**config.mk**
```make
export PLATFORM = sky130hd
export DESIGN_NAME = prio_irq_ctrl
export DESIGN_NICKNAME = d
export VERILOG_FILES = /design/src/rtl/pic_pkg.sv /design/src/rtl/pic_src_pending.sv /design/src/rtl/pic_arbiter.sv /design/src/rtl/pic_isr_stack.sv /design/src/rtl/prio_irq_ctrl.sv
export SDC_FILE = /design/constraint.sdc
export NUM_CORES = 1
export LEC_CHECK = 0
export BUFFER_PORTS_ARGS = -buffer_cell sky130_fd_sc_hd__buf_2
export CORE_UTILIZATION = 60
export CTS_CLUSTER_SIZE = 24
export DETAILED_ROUTE_END_ITERATION = 10
export PLACE_DENSITY_LB_ADDON = 0.2
export SLEW_MARGIN = 20
export SYNTH_ARGS = -nofsm -noshare
export SYNTH_HDL_FRONTEND = slang
export SYNTH_SLANG_ARGS = --single-unit
```
**constraint.sdc**
```tcl
create_clock -name clk -period 25.9 [get_ports clk]
set_clock_uncertainty 0.1 [all_clocks]
set_input_delay 3.885 -clock clk [delete_from_list [all_inputs] [get_ports clk]]
set_output_delay 3.885 -clock clk [all_outputs]
set_load 0.02 [all_outputs]
```
**src/rtl/pic_pkg.sv**
```systemverilog
package pic_pkg;
  localparam int PRIO_W = 3;
  localparam int LVL_W  = PRIO_W + 1;
  localparam logic [LVL_W-1:0] NMI_LVL = LVL_W'(1 << PRIO_W);

  typedef struct packed {
    logic              edge_trig;
    logic              masked;
    logic [PRIO_W-1:0] prio;
  } src_cfg_t;
endpackage

```
**src/rtl/pic_src_pending.sv**
```systemverilog
module pic_src_pending (
  input  logic clk,
  input  logic rst_n,
  input  logic line_in,
  input  logic edge_mode,
  input  logic clr,
  output logic pend
);
  logic prev_q, latch_q;

  always_ff @(posedge clk) begin
    if (!rst_n) begin
      prev_q  <= 1'b0;
      latch_q <= 1'b0;
    end else begin
      prev_q  <= line_in;
      latch_q <= (latch_q & ~clr) | (edge_mode & line_in & ~prev_q);
    end
  end

  assign pend = edge_mode ? latch_q : line_in;
endmodule

```
**src/rtl/pic_arbiter.sv**
```systemverilog
module pic_arbiter
  import pic_pkg::*;
#(
  parameter int N_SRC = 8,
  localparam int IDX_W = $clog2(N_SRC + 1)
) (
  input  logic [N_SRC-1:0]             elig,
  input  logic [N_SRC-1:0][PRIO_W-1:0] prio,
  input  logic                         nmi_pend,
  output logic                         win_valid,
  output logic [IDX_W-1:0]             win_idx,
  output logic [LVL_W-1:0]             win_lvl
);
  always_comb begin
    win_valid = 1'b0;
    win_idx   = '0;
    win_lvl   = '0;
    for (int i = N_SRC - 1; i >= 0; i--) begin
      if (elig[i] && (!win_valid || {1'b0, prio[i]} >= win_lvl)) begin
        win_valid = 1'b1;
        win_idx   = IDX_W'(i);
        win_lvl   = {1'b0, prio[i]};
      end
    end
    if (nmi_pend) begin
      win_valid = 1'b1;
      win_idx   = IDX_W'(N_SRC);
      win_lvl   = NMI_LVL;
    end
  end
endmodule

```
**src/rtl/pic_isr_stack.sv**
```systemverilog
module pic_isr_stack
  import pic_pkg::*;
#(
  parameter int DEPTH = 4,
  localparam int DW = $clog2(DEPTH + 1),
  localparam int AW = (DEPTH > 1) ? $clog2(DEPTH) : 1
) (
  input  logic             clk,
  input  logic             rst_n,
  input  logic             push,
  input  logic             pop,
  input  logic [LVL_W-1:0] push_lvl,
  output logic [DW-1:0]    depth,
  output logic [LVL_W-1:0] top_lvl,
  output logic             empty,
  output logic             full
);
  logic [LVL_W-1:0] mem_q [DEPTH];
  logic [DW-1:0]    depth_q;
  logic [DW-1:0]    dm1;

  assign dm1   = depth_q - 1'b1;
  assign empty = (depth_q == '0);
  assign full  = (int'(depth_q) == DEPTH);

  always_ff @(posedge clk) begin
    if (!rst_n) begin
      depth_q <= '0;
      for (int i = 0; i < DEPTH; i++) mem_q[i] <= '0;
    end else if (push && pop && !empty) begin
      mem_q[dm1[AW-1:0]] <= push_lvl;
    end else if (push && !full) begin
      mem_q[depth_q[AW-1:0]] <= push_lvl;
      depth_q <= depth_q + 1'b1;
    end else if (pop && !empty) begin
      depth_q <= dm1;
    end
  end

  assign depth   = depth_q;
  assign top_lvl = empty ? '0 : mem_q[dm1[AW-1:0]];
endmodule

```
**src/rtl/prio_irq_ctrl.sv**
```systemverilog
module prio_irq_ctrl
  import pic_pkg::*;
#(
  parameter int N_SRC = 8,
  parameter int DEPTH = 4,
  parameter int VEC_W = 8,
  parameter int ADDR_W = 4,
  parameter logic [VEC_W-1:0] BASE_RST = 8'h20
) (
  input  logic              clk,
  input  logic              rst_n,
  input  logic              cfg_we,
  input  logic [ADDR_W-1:0] cfg_addr,
  input  logic [7:0]        cfg_wdata,
  input  logic [N_SRC-1:0]  src_irq,
  input  logic              nmi_in,
  input  logic              cpu_ack,
  input  logic              cpu_eoi,
  output logic              cpu_req,
  output logic [VEC_W-1:0]  cpu_vec
);
  localparam int IDX_W = $clog2(N_SRC + 1);
  localparam int DW    = $clog2(DEPTH + 1);
  localparam int A_BASE = N_SRC;
  localparam int A_CTRL = N_SRC + 1;

  src_cfg_t                    cfg_q [N_SRC];
  logic [VEC_W-1:0]            base_q;
  logic                        glob_en_q, nested_q;
  logic [N_SRC-1:0]            pend, elig;
  logic [N_SRC-1:0][PRIO_W-1:0] prio_v;
  logic                        nmi_pend, take, stk_empty, stk_full;
  logic [IDX_W-1:0]            win_idx;
  logic [LVL_W-1:0]            win_lvl, top_lvl;
  logic                        win_valid;
  logic [DW-1:0]               stk_depth;

  always_ff @(posedge clk) begin
    if (!rst_n) begin
      for (int i = 0; i < N_SRC; i++) cfg_q[i] <= '{edge_trig: 1'b0, masked: 1'b1, prio: '0};
      base_q    <= BASE_RST;
      glob_en_q <= 1'b0;
      nested_q  <= 1'b0;
    end else if (cfg_we) begin
      if (int'(cfg_addr) < N_SRC) cfg_q[cfg_addr] <= src_cfg_t'(cfg_wdata[PRIO_W+1:0]);
      else if (int'(cfg_addr) == A_BASE) base_q <= VEC_W'(cfg_wdata);
      else if (int'(cfg_addr) == A_CTRL) begin
        glob_en_q <= cfg_wdata[0];
        nested_q  <= cfg_wdata[1];
      end
    end
  end

  assign take = cpu_req && cpu_ack;

  for (genvar g = 0; g < N_SRC; g++) begin : g_src
    pic_src_pending u_pend (
      .clk(clk), .rst_n(rst_n), .line_in(src_irq[g]),
      .edge_mode(cfg_q[g].edge_trig),
      .clr(take && (win_idx == IDX_W'(g))),
      .pend(pend[g])
    );
    assign elig[g]   = pend[g] && !cfg_q[g].masked && glob_en_q;
    assign prio_v[g] = cfg_q[g].prio;
  end

  pic_src_pending u_nmi (
    .clk(clk), .rst_n(rst_n), .line_in(nmi_in), .edge_mode(1'b1),
    .clr(take && (win_idx == IDX_W'(N_SRC))), .pend(nmi_pend)
  );

  pic_arbiter #(.N_SRC(N_SRC)) u_arb (
    .elig(elig), .prio(prio_v), .nmi_pend(nmi_pend),
    .win_valid(win_valid), .win_idx(win_idx), .win_lvl(win_lvl)
  );

  pic_isr_stack #(.DEPTH(DEPTH)) u_stk (
    .clk(clk), .rst_n(rst_n), .push(take), .pop(cpu_eoi),
    .push_lvl(win_lvl), .depth(stk_depth), .top_lvl(top_lvl),
    .empty(stk_empty), .full(stk_full)
  );

  assign cpu_req = win_valid && !stk_full &&
                   (stk_empty || (nested_q && (win_lvl > top_lvl)));
  assign cpu_vec = base_q + VEC_W'(win_idx);
endmodule

```
# Yosys cells after proc, flatten, opt, wreduce, memory -nomap -nowiden
# Memories as Yosys holds them, arrays and structs flattened.
# Cells that the tools add are included.
[totals]
register_bits = 31
mem_bits_rw = 56
in_bits = 26
elab_cells = 236
n_memories = 2
[classes]
addsub = 3
order_cmp = 9
eq_ne = 11
n_mux = 59
bitwise_logic = 56
n_reduce_logical = 74
[mem_list]
columns = ["memory", "depth", "word_bits", "rd", "rd_clocked_by_memory_dff", "write_ports", "line", "text"]
rows = [
  ["cfg_q", 8, 5, 8, 0, 8, "prio_irq_ctrl.sv:27", "src_cfg_t cfg_q [N_SRC];"],
  ["u_stk.mem_q", 4, 4, 1, 0, 4, "pic_isr_stack.sv:18", "logic [LVL_W-1:0] mem_q [DEPTH];"],
]
[op_table]
columns = ["operator", "n"]
rows = [
  ["$mux 3", 19],
  ["$logic_and 1x1->1", 40],
  ["$mux 1", 32],
  ["$and 1x1->1", 26],
  ["$ge 3x3->1", 7],
  ["$not 1->1", 21],
  ["$mux 4", 5],
  ["$logic_not 1->1", 17],
  ["$eq 4x3->1 const B", 4],
  ["$eq 4x4->1 const B", 3],
  ["$or 1x1->1", 9],
  ["$add 8x4->8", 1],
  ["$eq 4x2->1 const B", 2],
  ["$logic_or 1x1->1", 8],
  ["$reduce_or 4->1", 2],
  ["$mux 5", 1],
  ["$reduce_or 5->1", 1],
  ["$eq 4x1->1 const B", 1],
  ["$gt 4x4->1", 1],
  ["$logic_not 4->1", 1],
  ["$lt 4x4->1 const B", 1],
  ["$mux 2", 2],
  ["$reduce_and 4->1", 1],
  ["$add 3x1->3 const B", 1],
  ["6 further kinds", 6],
]

# Longest topological paths before layout
# Gate-level depths: netlist of run 1.
# An unclocked memory read counts as a cell.
[depth]
word_depth = 47
depth_mapped = 59
ltp_nobuf = 57

# Modules after synthesis
# Synthesis of run 1 repeated with hierarchy kept, for this count alone.
[hier_totals]
hier_cells = 518
hier_area_um2 = 5515.3
[modules_own_cells]
columns = ["mod", "instances", "cells_each", "area_per_inst_um2", "seq_area_each_um2"]
rows = [
  ["prio_irq_ctrl", 1, 210, 2496.1, 1401.3],
  ["pic_arbiter", 1, 144, 1158.6, 0.0],
  ["pic_isr_stack", 1, 101, 1151.1, 540.5],
  ["pic_src_pending", 9, 7, 78.8, 40.0],
]

# Worst setup path before layout of run 1
# No wires, ideal clock.
[synth_timing]
path_type = "input -> output"
start = "in src_irq[7]"
end = "out cpu_vec[6]"
arrival_time_ns = 13.969
required_time_ns = 21.915
slack_ns = 7.946
stages = 56
n_path_buf = 1
path_cell_list = "mux2_4 > and3_1 > ha_1 > nor2b_1 > o21ai_0 > a21boi_0 > a22o_1 > ha_1 > nor2b_1 > o21ai_0 > o21a_1 > a221oi_1 > nor2_1 > ha_1 > nand2b_1 > a21o_1 > a211o_1 > and2_1 > (+20 left out) > and2_1 > a21oi_4 > nor2_1 > a31oi_1 > ha_1 > nand2b_1 > a21o_1 > a21oi_1 > o221ai_2 > a221oi_4 > ha_1 > inv_1 > fa_1 > nor2b_1 > o21ai_0 > nand2b_1 > nand3_1 > xnor2_1"
[synth_between]
elab_chain_cells = 34
word_cells_on_any_way = 55
[synth_lines]
columns = ["item", "line", "text"]
rows = [
  ["start, declared", "prio_irq_ctrl.sv:15", "input logic [N_SRC-1:0] src_irq,"],
  ["$mux 1 (*)", "pic_src_pending.sv:21", "assign pend = edge_mode ? latch_q : line_in;"],
  ["$logic_and 1x1->1 (*) (2 in a row)", "prio_irq_ctrl.sv:63", "assign elig[g] = pend[g] && !cfg_q[g].masked && glob_en_q;"],
  ["$mux 3 or $mux 1 (tied branches)", "pic_arbiter.sv:19", "if (elig[i] && (!win_valid || {1'b0, prio[i]} >= win_lvl)) begin"],
  ["$ge 3x3->1 or $logic_not 1->1 (tied branches)", "pic_arbiter.sv:19", ""],
  ["$logic_or 1x1->1", "pic_arbiter.sv:19", ""],
  ["$logic_and 1x1->1", "pic_arbiter.sv:19", ""],
  ["$mux 3 or $mux 1 (tied branches)", "pic_arbiter.sv:19", ""],
  ["$ge 3x3->1 or $logic_not 1->1 (tied branches)", "pic_arbiter.sv:19", ""],
  ["(+17 left out)", "n/a", ""],
  ["$logic_and 1x1->1", "pic_arbiter.sv:19", ""],
  ["$mux 3 or $mux 1 (tied branches)", "pic_arbiter.sv:19", ""],
  ["$ge 3x3->1 or $logic_not 1->1 (tied branches)", "pic_arbiter.sv:19", ""],
  ["$logic_or 1x1->1", "pic_arbiter.sv:19", ""],
  ["$logic_and 1x1->1", "pic_arbiter.sv:19", ""],
  ["$mux 3 (*)", "pic_arbiter.sv:19", ""],
  ["$mux 4 (*)", "pic_arbiter.sv:25", "if (nmi_pend) begin"],
  ["$add 8x4->8 (*)", "prio_irq_ctrl.sv:85", "assign cpu_vec = base_q + VEC_W'(win_idx);"],
  ["end, declared", "prio_irq_ctrl.sv:20", "output logic [VEC_W-1:0] cpu_vec"],
]
# Mark *: on every way between the ends. The rest lies on a longest branch, timed or not.

# Worst setup path in the final report of run 1
[layout_timing]
start = "in src_irq[7]"
end = "out cpu_req"
[layout_between]
elab_chain_cells = 37
word_cells_on_any_way = 54
[layout_lines]
columns = ["item", "line", "text"]
rows = [
  ["$mux 1 (*)", "pic_src_pending.sv:21", ""],
  ["$logic_and 1x1->1 (*) (2 in a row)", "prio_irq_ctrl.sv:63", ""],
  ["$mux 3 or $mux 1 (tied branches)", "pic_arbiter.sv:19", ""],
  ["$ge 3x3->1 or $logic_not 1->1 (tied branches)", "pic_arbiter.sv:19", ""],
  ["$logic_or 1x1->1", "pic_arbiter.sv:19", ""],
  ["$logic_and 1x1->1", "pic_arbiter.sv:19", ""],
  ["$mux 3 or $mux 1 (tied branches)", "pic_arbiter.sv:19", ""],
  ["$ge 3x3->1 or $logic_not 1->1 (tied branches)", "pic_arbiter.sv:19", ""],
  ["(+20 left out)", "n/a", ""],
  ["$logic_or 1x1->1", "pic_arbiter.sv:19", ""],
  ["$logic_and 1x1->1", "pic_arbiter.sv:19", ""],
  ["$mux 3", "pic_arbiter.sv:19", ""],
  ["$mux 4", "pic_arbiter.sv:25", ""],
  ["$gt 4x4->1", "prio_irq_ctrl.sv:84", "(stk_empty || (nested_q && (win_lvl > top_lvl)));"],
  ["$logic_and 1x1->1", "prio_irq_ctrl.sv:84", ""],
  ["$logic_or 1x1->1", "prio_irq_ctrl.sv:84", ""],
  ["$logic_and 1x1->1 (*)", "prio_irq_ctrl.sv:83", "assign cpu_req = win_valid && !stk_full &&"],
  ["end, declared", "prio_irq_ctrl.sv:19", "output logic cpu_req,"],
]
# Marked as above.

==> results.sh, run 1 <==
export IMPL_synth_distinct_cells=70
export IMPL_cts_tree="yes"
export IMPL_cellLeakagePower_nw=2.15
export IMPL_rrSetupSlack_ps=12450
export IMPL_drtIter0Drc=298
export IMPL_clk_latency_ps=370
export IMPL_status="finished clean"
export IMPL_ys_top_cells_by_area="edfxtp_1, dfxtp_1, ha_1"
export IMPL_cts_resized=0
export IMPL_ir_worst_vdd_mv=0.0324
export IMPL_cpMaxStageDelayCell="a221oi_1"
export IMPL_h_tree_depth=3
export IMPL_via_per_inst=6.21
export IMPL_die_area_mm2=0.00909
export IMPL_met2_usage_pct=44.6
export IMPL_clkTransAtPathRegs_ps=80
export IMPL_worstReg2RegEnd="u_stk.mem_q[3][1]"
export IMPL_rr_worst_depth=56
export IMPL_syn2layout_area_growth_pct=9.05
export IMPL_fmax_ghz=0.0516
export IMPL_synth_top_area_cell="edfxtp_1"
export IMPL_worstReg2RegStart="glob_en_q"
export IMPL_diodes=0
export IMPL_cts_hold_fix_buffers=0
export IMPL_fin_crit_ps=19370
export IMPL_cp_startpoint="src_irq[7]"
export IMPL_cp_depth=56
export IMPL_cp_slowest_stage_delay_ps=450
export IMPL_min_path_type="register to register"
export IMPL_clock_sinks=87
export IMPL_tightest_slew_ps=881
export IMPL_num_vias=4073
export IMPL_worst_ep_arrival_time_ps=15380
export IMPL_start_util_pct=62.6
export IMPL_p_int_w=0.000243
export IMPL_rsz0062_at_grt="no"
export IMPL_grt_max_degree=36
export IMPL_grt_pass1_wl_um=19200
export IMPL_synthFlopType="edfxtp_1"
export IMPL_clockRootBuffer="clkbuf_8"
export IMPL_grt_busiest_layer="met2"
export IMPL_slew_violations=0
export IMPL_synth_seq_area_share_pct=44.1
export IMPL_avgSynthCellArea_um2=10.2
export IMPL_ys_top_cells_by_count="edfxtp_1, and2_1, nor2_1, ha_1, nand2_1"
export IMPL_cts_setup_buffers=0
export IMPL_cp_start_kind="input pin"
export IMPL_worstHoldStart="g_src[1].u_pend.latch_q"
export IMPL_hpwl_um=8970
export IMPL_routed_wl_um=11900
export IMPL_die_h_um=95.3
export IMPL_crit_required_ps=21920
export IMPL_path_max_fanout=10
export IMPL_holdPathEnd="g_src[1].u_pend.latch_q"
export IMPL_crit_top_cell="ha_1"
export IMPL_synth_most_common_cell="edfxtp_1"
export IMPL_gp_congestion=0.924
export IMPL_grt_pass1_vias=3810
export IMPL_slew_headroom_pct=41.3
export IMPL_clockBufferDepth=2
export IMPL_port_buffers=34
export IMPL_finalSetupTns_ps=0
export IMPL_synth_net_count=572
export IMPL_finalCritPeriodShare_pct=74.8
export IMPL_final_util_pct=68.3
export IMPL_async_flop_share_pct=0
export IMPL_setup_viol=0
export IMPL_yosys_warnings=0
export IMPL_fp_row_count=33
export IMPL_synth_enable_flop_cells=56
export IMPL_core_area_mm2=0.00834
export IMPL_netlist_instances=513
export IMPL_endpoint_kind="primary output"
export IMPL_yosysTopAreaCellShare_pct=32.2
export IMPL_io_pins=35
export IMPL_power_frac_seq_pct=48.0
export IMPL_gr_usage_all_layers_pct=28.6
export IMPL_drt_pre_antenna_iters=4
export IMPL_drv_cap=0
export IMPL_drive_gt1_share_pct=13.6
export IMPL_drc=0
export IMPL_powerDensity_mw_per_mm2=60.9
export IMPL_wl_per_cell_um=18.2
export IMPL_p_total_w=0.000347
export IMPL_p_sw_w=0.000105
export IMPL_overflow=0
export IMPL_layout_nets=605
export IMPL_antenna_found_initial=0
export IMPL_critPathKind="input pin to primary output"
export IMPL_synth_seq_cells=87
export IMPL_critical_path_buf_inv_count=2
export IMPL_grt_met3_usage_pct=4.55
export IMPL_swShare_pct=30.2
export IMPL_ant_nets=0
export IMPL_hold_depth=2
export IMPL_cts_made_buffers=9
export IMPL_clock_power_share_pct=29.4
export IMPL_path_delay_family="compound AO/OA/AOI/OAI gates"
export IMPL_pwr_share_comb_pct=22.6
export IMPL_hold_violations=0
export IMPL_syn_area_mm2=0.00523
export IMPL_met1_usage_pct=39.7
export IMPL_die_w_um=95.3
[metal layers]
metal | vias up | share of wire, %
li1 | 1977 | -
met4 | 0 | 2.6
met5 | - | 0
met3 | 28 | 4.8
met2 | 131 | 45
met1 | 1937 | 47
[registers in the layout (all words and copies together), names as in the netlist]
name                  count
cfg_q                    40
glob_en_q                 1
g_src.u_pend.prev_q       8
g_src.u_pend.latch_q      8
u_nmi.latch_q             1
u_nmi.prev_q              1
base_q                    8
u_stk.depth               3
u_stk.mem_q              16
nested_q                  1
[power by group through the flow]
stage / Combinational, W / Clock [W] / Sequential (W)
global route: 0.0000867 / 0.000109 / 0.000168
detailed placement: 0.0000769 / 0 / 0.000170
global placement: 0.0000743 / 0 / 0.000170
floorplan: 0.0000611 / 0 / 0.000164
finish: 0.0000784 / 0.000102 / 0.000167
CTS: 0.0000777 / 0.000103 / 0.000167
[cell usage in the layout (no fill, tap or decap), drive strengths merged, types with 8 or more instances in the layout]
| cell | synthesis | routed |
|---|---|---|
| clkbuf | 9 | 14 |
| o21a | 11 | 11 |
| nor3 | 25 | 25 |
| o21ai | 29 | 29 |
| mux2i | 12 | 12 |
| nand2 | 33 | 33 |
| a21oi | 22 | 22 |
| dfxtp | 31 | 31 |
| ha | 32 | 32 |
| inv | 17 | 19 |
| nand2b | 12 | 12 |
| nor2b | 16 | 16 |
| nand3 | 12 | 12 |
| edfxtp | 56 | 56 |
| nor2 | 37 | 37 |
| buf | 3 | 34 |
| and2 | 52 | 52 |
| nand3b | 8 | 8 |
[cells by family (layout without fill, tap and decap cells)]
logic type,Yosys count,count (layout),synth area share [%]
AND/OR/NAND/NOR,220,220,23.0
AO/OA/AOI/OAI,113,113,15.7
flip-flops,87,87,44.1
adder cells (fa/ha/maj),33,33,8.05
buffers and inverters,29,67,2.18
multiplexers,23,23,5.68
XOR/XNOR,8,8,1.34
[through the flow]
step	hold WS, ps	cell area, um^2	instances	worst slack, ps
after floorplan	347	5230	513	7950
after CTS	387	5700	656	6600
after detailed placement	374	5480	640	6650
final	384	5700	656	6530
after global placement	358	5480	640	7020
after global routing	398	5700	656	5460
[worst max path at each step]
| stage | endpoint |
|---|---|
| after floorplan | cpu_vec[6] |
| after CTS | cpu_req |
| after global placement | cpu_req |
| final | cpu_req |
| after global routing | cpu_req |
| after detailed placement | cpu_req |
[tightest hold or removal path: stages (launching register included)]
cell and delay [ps]:
dfxtp_1 320, nand2_1 70, o21ai_1 60
[cell type report]
cell class / count / area, um^2
Timing Repair Buffer: 34 / 170
Clock buffer: 14 / 206
Tap cell: 105 / 131
Multi-Input combinational cell: 397 / 2810
Sequential cell: 87 / 2300
Fill cell: 657 / 2640
Inverter: 17 / 63.8
Clock inverter: 2 / 15.0
No activity file was read; power rests on OpenSTA's default activity.
==> run 2: changes to the inputs <==
Settings changed: ABC_AREA set to 1, CORE_UTILIZATION 60 to 55.
Clock period 25.9 ns to 16.14 ns, I/O delays scaled along.
==> run 2 against run 1 <==
Compared with the run above: final area fell by 0.18%; sequential cell count did not move; die area rose by 7.7%; hold slack got worse by 68 ps; via count rose by 3.7%; largest power group unchanged.
==> results.sh, run 2 <==
export IMPL_h_tree_depth=3
export IMPL_status="finished clean"
export IMPL_cts_hold_fix_buffers=0
export IMPL_cts_tree="yes"
export IMPL_fmax_ghz=0.0686
export IMPL_cts_resized=0
export IMPL_critPathKind="input pin to primary output"
export IMPL_pwr_share_comb_pct=22.8
export IMPL_fin_crit_ps=14580
export IMPL_routed_wl_um=11500
export IMPL_cp_start_kind="input pin"
export IMPL_grt_max_degree=43
export IMPL_swShare_pct=30.9
export IMPL_cellLeakagePower_nw=2.68
export IMPL_port_buffers=34
export IMPL_setup_ws_ps=1560
export IMPL_die_area_mm2=0.00979
export IMPL_hpwl_um=8580
export IMPL_min_path_type="register to register"
export IMPL_powerDensity_mw_per_mm2=102
export IMPL_drt_pre_antenna_iters=6
export IMPL_synthFlopType="edfxtp_1"
export IMPL_synth_top_area_cell="edfxtp_1"
export IMPL_diodes=0
export IMPL_pre_cts_ws_ps=1620
export IMPL_gp_congestion=0.890
export IMPL_synth_seq_cells=87
export IMPL_final_cell_mix="nand2_1, inv_1, nor2_1, edfxtp_1, nand3_1"
export IMPL_ir_worst_vdd_mv=0.0491
export IMPL_hold_violations=0
export IMPL_synth_most_common_cell="nand2_1"
export IMPL_slew_headroom_pct=42.6
export IMPL_path_delay_family="simple AND/OR/NAND/NOR gates"
export IMPL_num_vias=4222
export IMPL_tightest_slew_ps=861
export IMPL_die_w_um=98.9
export IMPL_place_inst=776
export IMPL_endpoint_kind="primary output"
export IMPL_crit_required_ps=13620
export IMPL_critical_path_buf_inv_count=10
export IMPL_syn2layout_area_growth_pct=10.1
export IMPL_drc=0
export IMPL_p_int_w=0.000402
export IMPL_netlist_instances=638
export IMPL_finalSetupTns_ps=0
export IMPL_synth_distinct_cells=36
export IMPL_yosys_warnings=0
export IMPL_antenna_found_initial=0
export IMPL_drive_gt1_share_pct=14.4
export IMPL_p_sw_w=0.000180
export IMPL_clockBufferDepth=2
export IMPL_cts_made_buffers=9
export IMPL_cp_slowest_stage_delay_ps=390
export IMPL_grt_pass1_vias=4212
export IMPL_clock_sinks=87
export IMPL_drv_cap=0
export IMPL_io_pins=35
export IMPL_setup_viol=0
export IMPL_worst_ep_arrival_time_ps=12060
export IMPL_syn_area_mm2=0.00517
export IMPL_yosysTopAreaCellShare_pct=32.6
export IMPL_synth_seq_area_share_pct=44.6
export IMPL_drtIter0Drc=237
export IMPL_path_max_fanout=10
export IMPL_overflow=0
export IMPL_cts_setup_buffers=0
export IMPL_synth_enable_flop_cells=56
export IMPL_fp_row_count=35
export IMPL_die_h_um=98.9
export IMPL_top_register="cfg_q"
export IMPL_cpMaxStageDelayCell="fa_1"
export IMPL_clk_latency_ps=350
export IMPL_finalCritPeriodShare_pct=90.3
export IMPL_final_common_cell="nand2_1"
export IMPL_core_area_mm2=0.00915
export IMPL_layout_nets=735
export IMPL_clock_power_share_pct=31.3
export IMPL_async_flop_share_pct=0
export IMPL_avgSynthCellArea_um2=8.10
export IMPL_top_regs="cfg_q (40), u_stk.mem_q (16)"
export IMPL_rsz0062_at_grt="no"
export IMPL_grt_pass1_wl_um=19000
export IMPL_power_frac_seq_pct=45.9
export IMPL_start_util_pct=56.4
export IMPL_clockRootBuffer="clkbuf_8"
export IMPL_ant_nets=0
export IMPL_largest_reg_flops=40
export IMPL_clkTransAtPathRegs_ps=90
export IMPL_fin_cells=792
export IMPL_ys_top_cells_by_area="edfxtp_1, dfxtp_1, nand2_1"
export IMPL_via_per_inst=5.33
export IMPL_gr_usage_all_layers_pct=25.1
export IMPL_synth_net_count=697
export IMPL_crit_top_cell="nand2_1"
export IMPL_slew_violations=0
export IMPL_wl_per_cell_um=14.5
export IMPL_ys_top_cells_by_count="nand2_1, inv_1, nor2_1, edfxtp_1, nand3_1"
==> run 2: changes by cell type after synthesis, sizes merged, moves of 7 or more <==
cell    change
nor2       +64
mux2i      -11
and2       -43
nor2b      -16
nand3      +48
a21o        -7
or2         +8
nor3       -20
o21a       -11
or3         -7
inv        +89
nand2      +99
nand2b     -12
mux2        -7
==> run 2: layer usage <==
layer	track usage, %	wire length, um	vias up
li1	-	-	2130
met1	31.8	5140	1955
met2	43.1	5540	113
met3	3.76	512	24
met4	10.2	257	0
met5	0	0	-
==> run 2: worst paths after layout <==
check | slack (ps) | start | to | cells after the start
max | 1560 | src_irq[7] | cpu_vec[6] | 70
min | 320 | g_src[4].u_pend.prev_q | g_src[4].u_pend.latch_q | 1
max reg2reg | 5260 | cfg_q[7][4] | u_stk.mem_q[0][3] | 73
min reg2reg | 320 | g_src[4].u_pend.prev_q | g_src[4].u_pend.latch_q | 1
==> run 2: final cells by class <==
class	instances	area, um^2
Clock inverter	6	108
Sequential cell	87	2300
Tap cell	111	139
Multi-Input combinational cell	432	2420
Fill cell	781	3460
Inverter	112	423
Timing Repair Buffer	34	170
Clock buffer	10	128
==> run 2: cells by family after synthesis <==
family          after synthesis  share of synthesized area (%)
simple gates                323                           30.1
flops                        87                           44.6
fa+ha+maj                    33                           8.14
compound gates               66                           6.81
xor+xnor                      9                           1.53
mux                           1                          0.194
buf+inv                     119                           8.72
==> run 2: power by group through the flow <==
stage	registers [W]	logic, W	clock network, W
final	0.000267	0.000133	0.000182
after global routing	0.000270	0.000151	0.000191
after CTS	0.000267	0.000132	0.000184
after detailed placement	0.000272	0.000131	0
after global placement	0.000272	0.000126	0
after floorplan	0.000266	0.000102	0
==> run 2: through the flow <==
stage / cell area (um^2) / hold WS [ps] / util, % / power (W)
final: 5690 / 316 / 62.1 / 0.000583
after global routing: 5690 / 341 / 62.1 / 0.000612
after CTS: 5680 / 323 / 62.1 / 0.000583
after detailed placement: 5450 / 311 / 59.5 / 0.000404
after global placement: 5450 / 306 / 59.5 / 0.000398
after floorplan: 5170 / 297 / - / 0.000368
==> run 2: worst reg2reg max path: cells and delay by family, from the launching register on <==
kind,cells,cell delay (ps)
compound gates,15,2340
fa+ha+maj,8,2230
buf+inv,6,380
flops,1,430
simple gates,44,5110
